File: src/rtl/phy_scan.sv
module phy_scan #(
  parameter int NADDR      = 32,
  parameter int NPASS      = 11,
  parameter int WAIT_MS    = 10,
  parameter int CLK_PER_MS = 100000,
  parameter int REG_ID1    = 2,
  parameter int REG_ID2    = 3,
  localparam int AW        = $clog2(NADDR),
  localparam int WAIT_CYC  = WAIT_MS * CLK_PER_MS,
  localparam int CW        = $clog2(WAIT_CYC + 1),
  localparam int PW        = $clog2(NPASS + 1)
) (
  input  logic          clk,
  input  logic          rst_n,
  input  logic          start,
  output logic          mgmt_req,
  output logic [AW-1:0] mgmt_phy,
  output logic [4:0]    mgmt_reg,
  input  logic          rsp_valid,
  input  logic [15:0]   rsp_data,
  output logic          done,
  output logic          found,
  output logic          not_found,
  output logic [AW:0]   phy_addr,
  output logic [31:0]   phy_id,
  output logic [31:0]   phy_type
);

  typedef enum logic [2:0] {S_IDLE, S_WAIT, S_RD1, S_W1, S_RD2, S_W2, S_FIN} st_t;

  st_t           st;
  logic [CW-1:0] cnt;
  logic [PW-1:0] pass;
  logic [AW-1:0] cur;
  logic [15:0]   id_hi;

  wire vacant   = (rsp_data == 16'hFFFF);
  wire last_adr = (cur == AW'(NADDR - 1));
  wire last_pas = (pass == PW'(NPASS - 1));

  assign mgmt_req = (st == S_RD1) || (st == S_RD2);
  assign mgmt_phy = cur;
  assign mgmt_reg = (st == S_RD2 || st == S_W2) ? 5'(REG_ID2) : 5'(REG_ID1);
  assign done     = (st == S_FIN);
  assign phy_type = {phy_id[31:4], 4'h0};

  always_ff @(posedge clk or negedge rst_n) begin
    if (!rst_n) begin
      st        <= S_IDLE;
      cnt       <= '0;
      pass      <= '0;
      cur       <= '0;
      id_hi     <= '0;
      found     <= 1'b0;
      not_found <= 1'b0;
      phy_addr  <= '1;
      phy_id    <= '0;
    end else begin
      case (st)
        S_IDLE: if (start) begin
          st   <= S_WAIT;
          cnt  <= '0;
          pass <= '0;
        end
        S_WAIT: if (cnt == CW'(WAIT_CYC - 1)) begin
          cnt <= '0;
          cur <= '0;
          st  <= S_RD1;
        end else begin
          cnt <= cnt + 1'b1;
        end
        S_RD1: st <= S_W1;
        S_W1: if (rsp_valid) begin
          if (!vacant) begin
            id_hi <= rsp_data;
            st    <= S_RD2;
          end else if (!last_adr) begin
            cur <= cur + 1'b1;
            st  <= S_RD1;
          end else if (!last_pas) begin
            pass <= pass + 1'b1;
            st   <= S_WAIT;
          end else begin
            found     <= 1'b0;
            not_found <= 1'b1;
            phy_addr  <= '1;
            phy_id    <= '0;
            st        <= S_FIN;
          end
        end
        S_RD2: st <= S_W2;
        S_W2: if (rsp_valid) begin
          found     <= 1'b1;
          not_found <= 1'b0;
          phy_addr  <= {1'b0, cur};
          phy_id    <= {id_hi, rsp_data};
          st        <= S_FIN;
        end
        S_FIN: st <= S_IDLE;
        default: st <= S_IDLE;
      endcase
    end
  end

endmodule

File: config.mk
export PLATFORM = sky130hd
export DESIGN_NAME = phy_scan
export DESIGN_NICKNAME = d
export VERILOG_FILES = /design/src/rtl/phy_scan.sv
export SDC_FILE = /design/constraint.sdc
export NUM_CORES = 1
export LEC_CHECK = 0
export ABC_AREA = 1
export BUFFER_PORTS_ARGS = -buffer_cell sky130_fd_sc_hd__buf_2
export CORE_MARGIN = 10
export CORE_UTILIZATION = 51
export CTS_BUF_LIST = sky130_fd_sc_hd__clkbuf_8 sky130_fd_sc_hd__clkbuf_16
export DETAILED_ROUTE_END_ITERATION = 7
export PLACE_DENSITY = 0.75
export SLEW_MARGIN = 20
export SYNTH_ARGS = -nofsm -noshare
export SYNTH_HDL_FRONTEND = slang
export SYNTH_SLANG_ARGS = --single-unit
File: constraint.sdc
create_clock -name clk -period 3.74 [get_ports clk]
set_clock_uncertainty 0.1 [all_clocks]
set_input_delay 0.748 -clock clk [delete_from_list [all_inputs] [get_ports clk]]
set_output_delay 0.748 -clock clk [all_outputs]
set_load 0.01 [all_outputs]
==> results of run 1 <==
-- routing by layer --
layer	share of wire	up-vias	wire, µm	global-route usage
li1	-	1961	-	-
met1	0.43	1842	4710	0.203
met4	0.013	0	140	0.0525
met2	0.48	125	5250	0.271
met5	0	-	0	0
met3	0.079	11	863	0.0411
-- synth_stat cells --
library cell,instances,share of area
a21oi_1,1,0.0011
and3_1,1,0.0013
buf_2,5,0.0053
buf_4,36,0.057
buf_6,8,0.019
clkbuf_1,5,0.0040
clkinv_1,1,0.00080
conb_1,2,0.0016
dfrtp_1,82,0.44
dfstp_2,6,0.033
ha_1,5,0.013
inv_1,35,0.028
inv_2,3,0.0024
nand2_1,207,0.16
nand2_2,1,0.0013
nand3_1,44,0.047
nand3_2,1,0.0021
nand3b_1,1,0.0016
nand4_1,8,0.011
nor2_1,47,0.037
nor2_2,2,0.0027
nor2_4,2,0.0048
nor3_1,5,0.0053
nor3_2,1,0.0021
o21ai_0,33,0.035
o21ai_1,8,0.0085
o21ai_2,28,0.052
o22ai_1,1,0.0013
or2_1,1,0.0013
xnor2_1,2,0.0037
xor2_1,8,0.015
-- cell type report --
type / count / share of cell area
Multi-Input combinational cell: 415 / 0.377
Clock inverter: 7 / 0.0194
Sequential cell: 88 / 0.423
Clock buffer: 9 / 0.0237
Inverter: 39 / 0.0280
Timing Repair Buffer: 101 / 0.102
Tap cell: 111 / 0.0266
-- stage by stage --
step	area, µm²	utilization
after floorplan	4730	-
after global placement	5000	0.549
after detailed placement	5000	0.549
after CTS	5230	0.574
after global routing	5230	0.574
final	5230	0.574
-- state kept, by name, indices dropped and copies added (netlist names) --
name,count
not_found,1
pass,4
mgmt_phy,5
cnt,20
found,1
phy_addr,6
st,3
phy_id,32
id_hi,16
-- final timing paths --
| path | endpoint | from | slack [ns] |
|---|---|---|---|
| worst max-delay path | mgmt_reg[0] | st[1] | 0.96 |
| worst min-delay path | cnt[19] | rst_n | 0.20 |
| worst max register to register | phy_id[31] | mgmt_phy[0] | 1.12 |
| worst min register to register | phy_addr[5] | phy_addr[5] | 0.38 |
| max in group asynchronous | phy_addr[5] | rst_n | 2.58 |
| min in group clk | phy_addr[5] | phy_addr[5] | 0.38 |
-- critical path, stage by stage (launching register included) --
cell     delay [ns]
dfrtp_1        0.45
inv_2          0.11
nand2_1        0.08
nor2_2         0.40
inv_1          0.26
nand2_1        0.14
buf_2          0.14
-- cells by family after synthesis --
| kind of cell | share of synthesized area |
|---|---|
| compound gates | 0.0980 |
| xor+xnor | 0.0186 |
| fa+ha+maj | 0.0133 |
| buf+inv | 0.117 |
| flops | 0.469 |
| other cells | 0.00159 |
| simple gates | 0.282 |
-- placed cells by master (no fill, tap or decap), types with 3 or more instances in the layout --
cell and n:
buf_2 94, buf_4 6, clkbuf_8 9, conb_1 8, dfrtp_1 82, dfstp_2 6
ha_1 5, inv_1 35, inv_2 3, nand2_1 207, nand3_1 44, nand4_1 8
nor2_1 47, nor3_1 5, o21ai_0 33, o21ai_1 8, o21ai_2 28, xor2_1 8
-- power by group --
part | internal, mW | switching [mW]
clock network | 0.385 | 0.365
logic | 0.410 | 0.818
registers | 1.26 | 0.242
total | 2.06 | 1.42
==> summary.md, run 1 <==
| Metric | Value |
|---|---|
| Mapped Area | 4710 µm² |
| Global-route wire length before repair | 18.0 mm |
| RD Place Congestion | 0.823 |
| Overflow after GRT | 0 |
| Die area | 13500 µm² |
| Tmin final | 2.78 ns |
| Root Buffer | clkbuf_8 |
| Setup WS pre-CTS | 1.12 ns |
| Routed vias/inst | 5.12 |
| Hold-fix buffers, CTS | 0 |
| CP arrival | 1.94 ns |
| Final Setup Violations | 0 |
| RSZ-0062 raised after global routing | false |
| Final WS setup | 0.955 ns |
| WL final | 11.0 mm |
| Leak | 2.74 nW |
| Avg Cell Area, Syn | 7.98 µm² |
| Total CTS buffers | 9 |
| Die H | 116 µm |
| Placeable Area | 9110 µm² |
| Total GRT Usage | 0.163 |
| Cells after synthesis | 590 |
| CP endpoint kind | output pin |
| Register area | 2210 µm² |
| Max Slew Vio Count | 0 |
| Clock buffer depth | 2 |
| Initial antenna violation count | 0 |
| Row Count | 35 |
| Detailed Routing Iterations Pass 1 | 5 |
| Final HPWL DP | 8.25 mm |
| Ys Warns | 0 |
| Seq cells post-synth | 88 |
| Fin nets | 679 |
| Placed Cells | 754 |
| Tightest Pin Transition | 0.725 ns |
| I/O pin count | 104 |
| Worst min path class | input port to async pin |
| FF-to-FF path depth | 10 |
| Drt wl/cell | 14.2 µm |
| MaxCap Viol Count | 0 |
| Via count | 3939 |
| Multi-input gate area | 1970 µm² |
| Number of H-tree levels | 3 |
| Worst Path Required | 2.89 ns |
| WHS | 0.203 ns |
| Layout cell share with drive strength beyond 1 | 0.244 |
| FMAX | 0.359 GHz |
| # fillers | 833 |
| DRC | 0 |
| Final hold vios | 0 |
| First DRT Iteration DRCs | 225 |
| Setup crit start kind | flop |
| Worst-path maximum fanout | 12 |
| Diodes inserted | 0 |
| Area grow syn2layout | 11.0% |
| Clk_lat worst skew | 0.35 ns |
| Status | finished, final reports clean |
| Max-slew headroom | 0.516 |
| CTS tree | yes |
| Die Wd | 116 µm |
| CP Class | flop to output pin |
| Peak VDD IR | 0.362 mV |
| Clock slew at reported path FFs | 0.09 ns |
| Fin crit share | 0.745 |
| Pwr/cell area | 666 nW/µm² |
| Sequential area share after synthesis | 0.469 |
| Setup TNS | 0 ns |
| Port bufs | 95 |
| Largest net degree at the start of global routing | 47 |
| Final Instance Count excl. Fillers | 770 |
| Post_cts resized | 0 |
| Clock sink count | 88 |
| ANT nets after route | 0 |
| Starting Density | 0.517 |
| Total power | 3.48 mW |
| Via count of the first global-routing pass | 3830 |
| Unique masters post-synth | 31 |
| Setup Buffers After CTS | 0 |
(Power assumes the default switching activity.)
==> run 2, diff against run 1 <==
CORE_UTILIZATION = 49   (was 51)
clock period = 2.55 ns   (was 3.74 ns; I/O delays follow)
==> run 2 against run 1 <==
Compared with the run above: critical path depth rose by 1; cell count rose by 2.6%; global-route usage fell by 0.57 points; combinational power rose by 48%; sequential cell count unchanged; die area up 3.4%; count of clock-buffer cells in the layout did not move; utilization fell by 0.80 points; first-iteration DRC count grew 40%; non-clock buffer count increased by 2; routed wire length is 0.20% higher; register-to-register slack got worse by 0.86 ns; highest routed layer unchanged.
==> summary.md, run 2 (synthesis gave the netlist of run 1 again) <==
| Metric | Value |
|---|---|
| Tmin final | 2.33 ns |
| Number of H-tree levels | 3 (unchanged) |
| # fillers | 868 (was 833) |
| Initial antenna violation count | 0 (unchanged) |
| Post_cts resized | 0 (unchanged) |
| First DRT Iteration DRCs | 314 (was 225) |
| Placeable Area | 9280 µm² (was 9110 µm²) |
| Hold-fix buffers, CTS | 0 (unchanged) |
| Via count of the first global-routing pass | 3909 (was 3830) |
| Setup WS pre-CTS | 0.270 ns (was 1.12 ns) |
| Final Setup Violations | 0 (unchanged) |
| Peak VDD IR | 0.545 mV (was 0.362 mV) |
| Starting Density | 0.507 (was 0.517) |
| Drt wl/cell | 13.9 µm (was 14.2 µm) |
| CP Class | flop to output pin (unchanged) |
| Most common cell after layout, fill and taps aside | nand2_1 (unchanged) |
| Multi-input gate area | 1970 µm² (unchanged) |
| Total CTS buffers | 9 (unchanged) |
| Worst Path Required | 1.94 ns (was 2.89 ns) |
| Detailed Routing Iterations Pass 1 | 5 (unchanged) |
| Clock buffer depth | 2 (unchanged) |
| Global-route wire length before repair | 18.7 mm (was 18.0 mm) |
| Worst min path class | input port to async pin (unchanged) |
| I/O pin count | 104 (unchanged) |
| Clock sink count | 88 (unchanged) |
| CTS tree | yes (unchanged) |
| Total GRT Usage | 0.157 (was 0.163) |
| DRC | 0 (unchanged) |
| Row Count | 35 (unchanged) |
| Tightest Pin Transition | 0.761 ns (was 0.725 ns) |
| Pwr/cell area | 955 nW/µm² (was 666 nW/µm²) |
| Setup TNS | 0 ns (unchanged) |
| Via count | 3963 (was 3939) |
| Max Slew Vio Count | 0 (unchanged) |
| Fin nets | 681 (was 679) |
| Fin crit share | 0.914 |
| Root Buffer | clkbuf_8 (unchanged) |
| Die area | 13900 µm² (was 13500 µm²) |
| CP arrival | 1.72 ns (was 1.94 ns) |
| MaxCap Viol Count | 0 (unchanged) |
| Port bufs | 95 (unchanged) |
| Overflow after GRT | 0 (unchanged) |
| Total power | 5.02 mW (was 3.48 mW) |
| Largest net degree at the start of global routing | 89 (was 47) |
| Register area | 2210 µm² (unchanged) |
| Placed Cells | 774 (was 754) |
| Die H | 118 µm (was 116 µm) |
| Layout cell share with drive strength beyond 1 | 0.247 (was 0.244) |
| Final WS setup | 0.219 ns (was 0.955 ns) |
| Routed vias/inst | 5.02 (was 5.12) |
| RD Place Congestion | 0.871 (was 0.823) |
| Worst-path maximum fanout | 10 (was 12) |
| Die Wd | 118 µm (was 116 µm) |
| Max reg flops | 32 (unchanged) |
| ANT nets after route | 0 (unchanged) |
| RSZ-0062 raised after global routing | false (unchanged) |
| Commonest non-fill, non-tap cells in the layout | nand2_1 (207), buf_2 (94), dfrtp_1 (82) (unchanged) |
| Setup crit start kind | flop (unchanged) |
| Final HPWL DP | 8.19 mm (was 8.25 mm) |
| WL final | 11.0 mm (about the same) |
| Top Registers | phy_id: 32 flops, cnt: 20 flops, id_hi: 16 flops (unchanged) |
| Leak | 2.74 nW (about the same) |
| Diodes inserted | 0 (unchanged) |
| Status | finished, final reports clean (unchanged) |
| Final hold vios | 0 (unchanged) |
| FMAX | 0.429 GHz |
| Setup Buffers After CTS | 0 (unchanged) |
| Final Instance Count excl. Fillers | 790 (was 770) |
| Clock slew at reported path FFs | 0.09 ns (about the same) |
| Max-slew headroom | 0.488 (was 0.516) |
| Clk_lat worst skew | 0.36 ns (was 0.35 ns) |
| CP endpoint kind | output pin (unchanged) |
| Area grow syn2layout | 11.6% (was 11.0%) |
| Top reg by flops | phy_id (unchanged) |
| WHS | 0.0541 ns (was 0.203 ns) |
-- run 2: routing by layer --
| metal | GRT usage | wire [µm] | vias to the layer above |
|---|---|---|---|
| met3 | 0.0465 | 691 | 13 |
| met1 | 0.196 | 4790 | 1873 |
| met2 | 0.258 | 5350 | 114 |
| li1 | - | - | 1963 |
| met4 | 0.0440 | 152 | 0 |
| met5 | 0 | 0 | - |
-- run 2: where the power goes --
part | leakage, nW | switching (mW) | total [mW] | internal [mW]
Clock | 0.0938 | 0.527 | 0.987 | 0.461
Sequential | 1.17 | 0.356 | 2.21 | 1.85
Combinational | 1.48 | 1.20 | 1.82 | 0.622
-- run 2: final cells by class --
class / instances / share of cell area
Sequential cell: 88 / 0.421
Multi-Input combinational cell: 415 / 0.375
Timing Repair Buffer: 103 / 0.107
Tap cell: 129 / 0.0307
Inverter: 39 / 0.0279
Clock buffer: 9 / 0.0236
Clock inverter: 7 / 0.0148
-- run 2: critical path: stages, from the launching register on --
cell and delay (ns):
dfrtp_1 0.46, inv_2 0.11, nand2_1 0.08, nor2_2 0.13
buf_4 0.19, inv_1 0.14, nand2_1 0.11, buf_2 0.14
-- run 2: final timing paths --
path	depth (start not counted)	slack [ns]	endpoint	from
worst max-delay path	7	0.22	mgmt_reg[0]	st[1]
worst min-delay path	2	0.05	cnt[19]	rst_n
worst max register to register	10	0.26	phy_addr[2]	mgmt_phy[0]
worst min register to register	2	0.37	phy_addr[5]	phy_addr[5]
max in group asynchronous	2	1.89	phy_addr[5]	rst_n
min in group clk	3	0.28	id_hi[9]	rsp_data[9]
-- run 2: per-stage QoR --
step	utilization	instance area [µm²]
3_3_place_gp	0.544	5050
3_5_place_dp	0.544	5050
6_report	0.566	5250
5_1_grt	0.566	5250
2_1_floorplan	-	4730
4_1_cts	0.566	5250
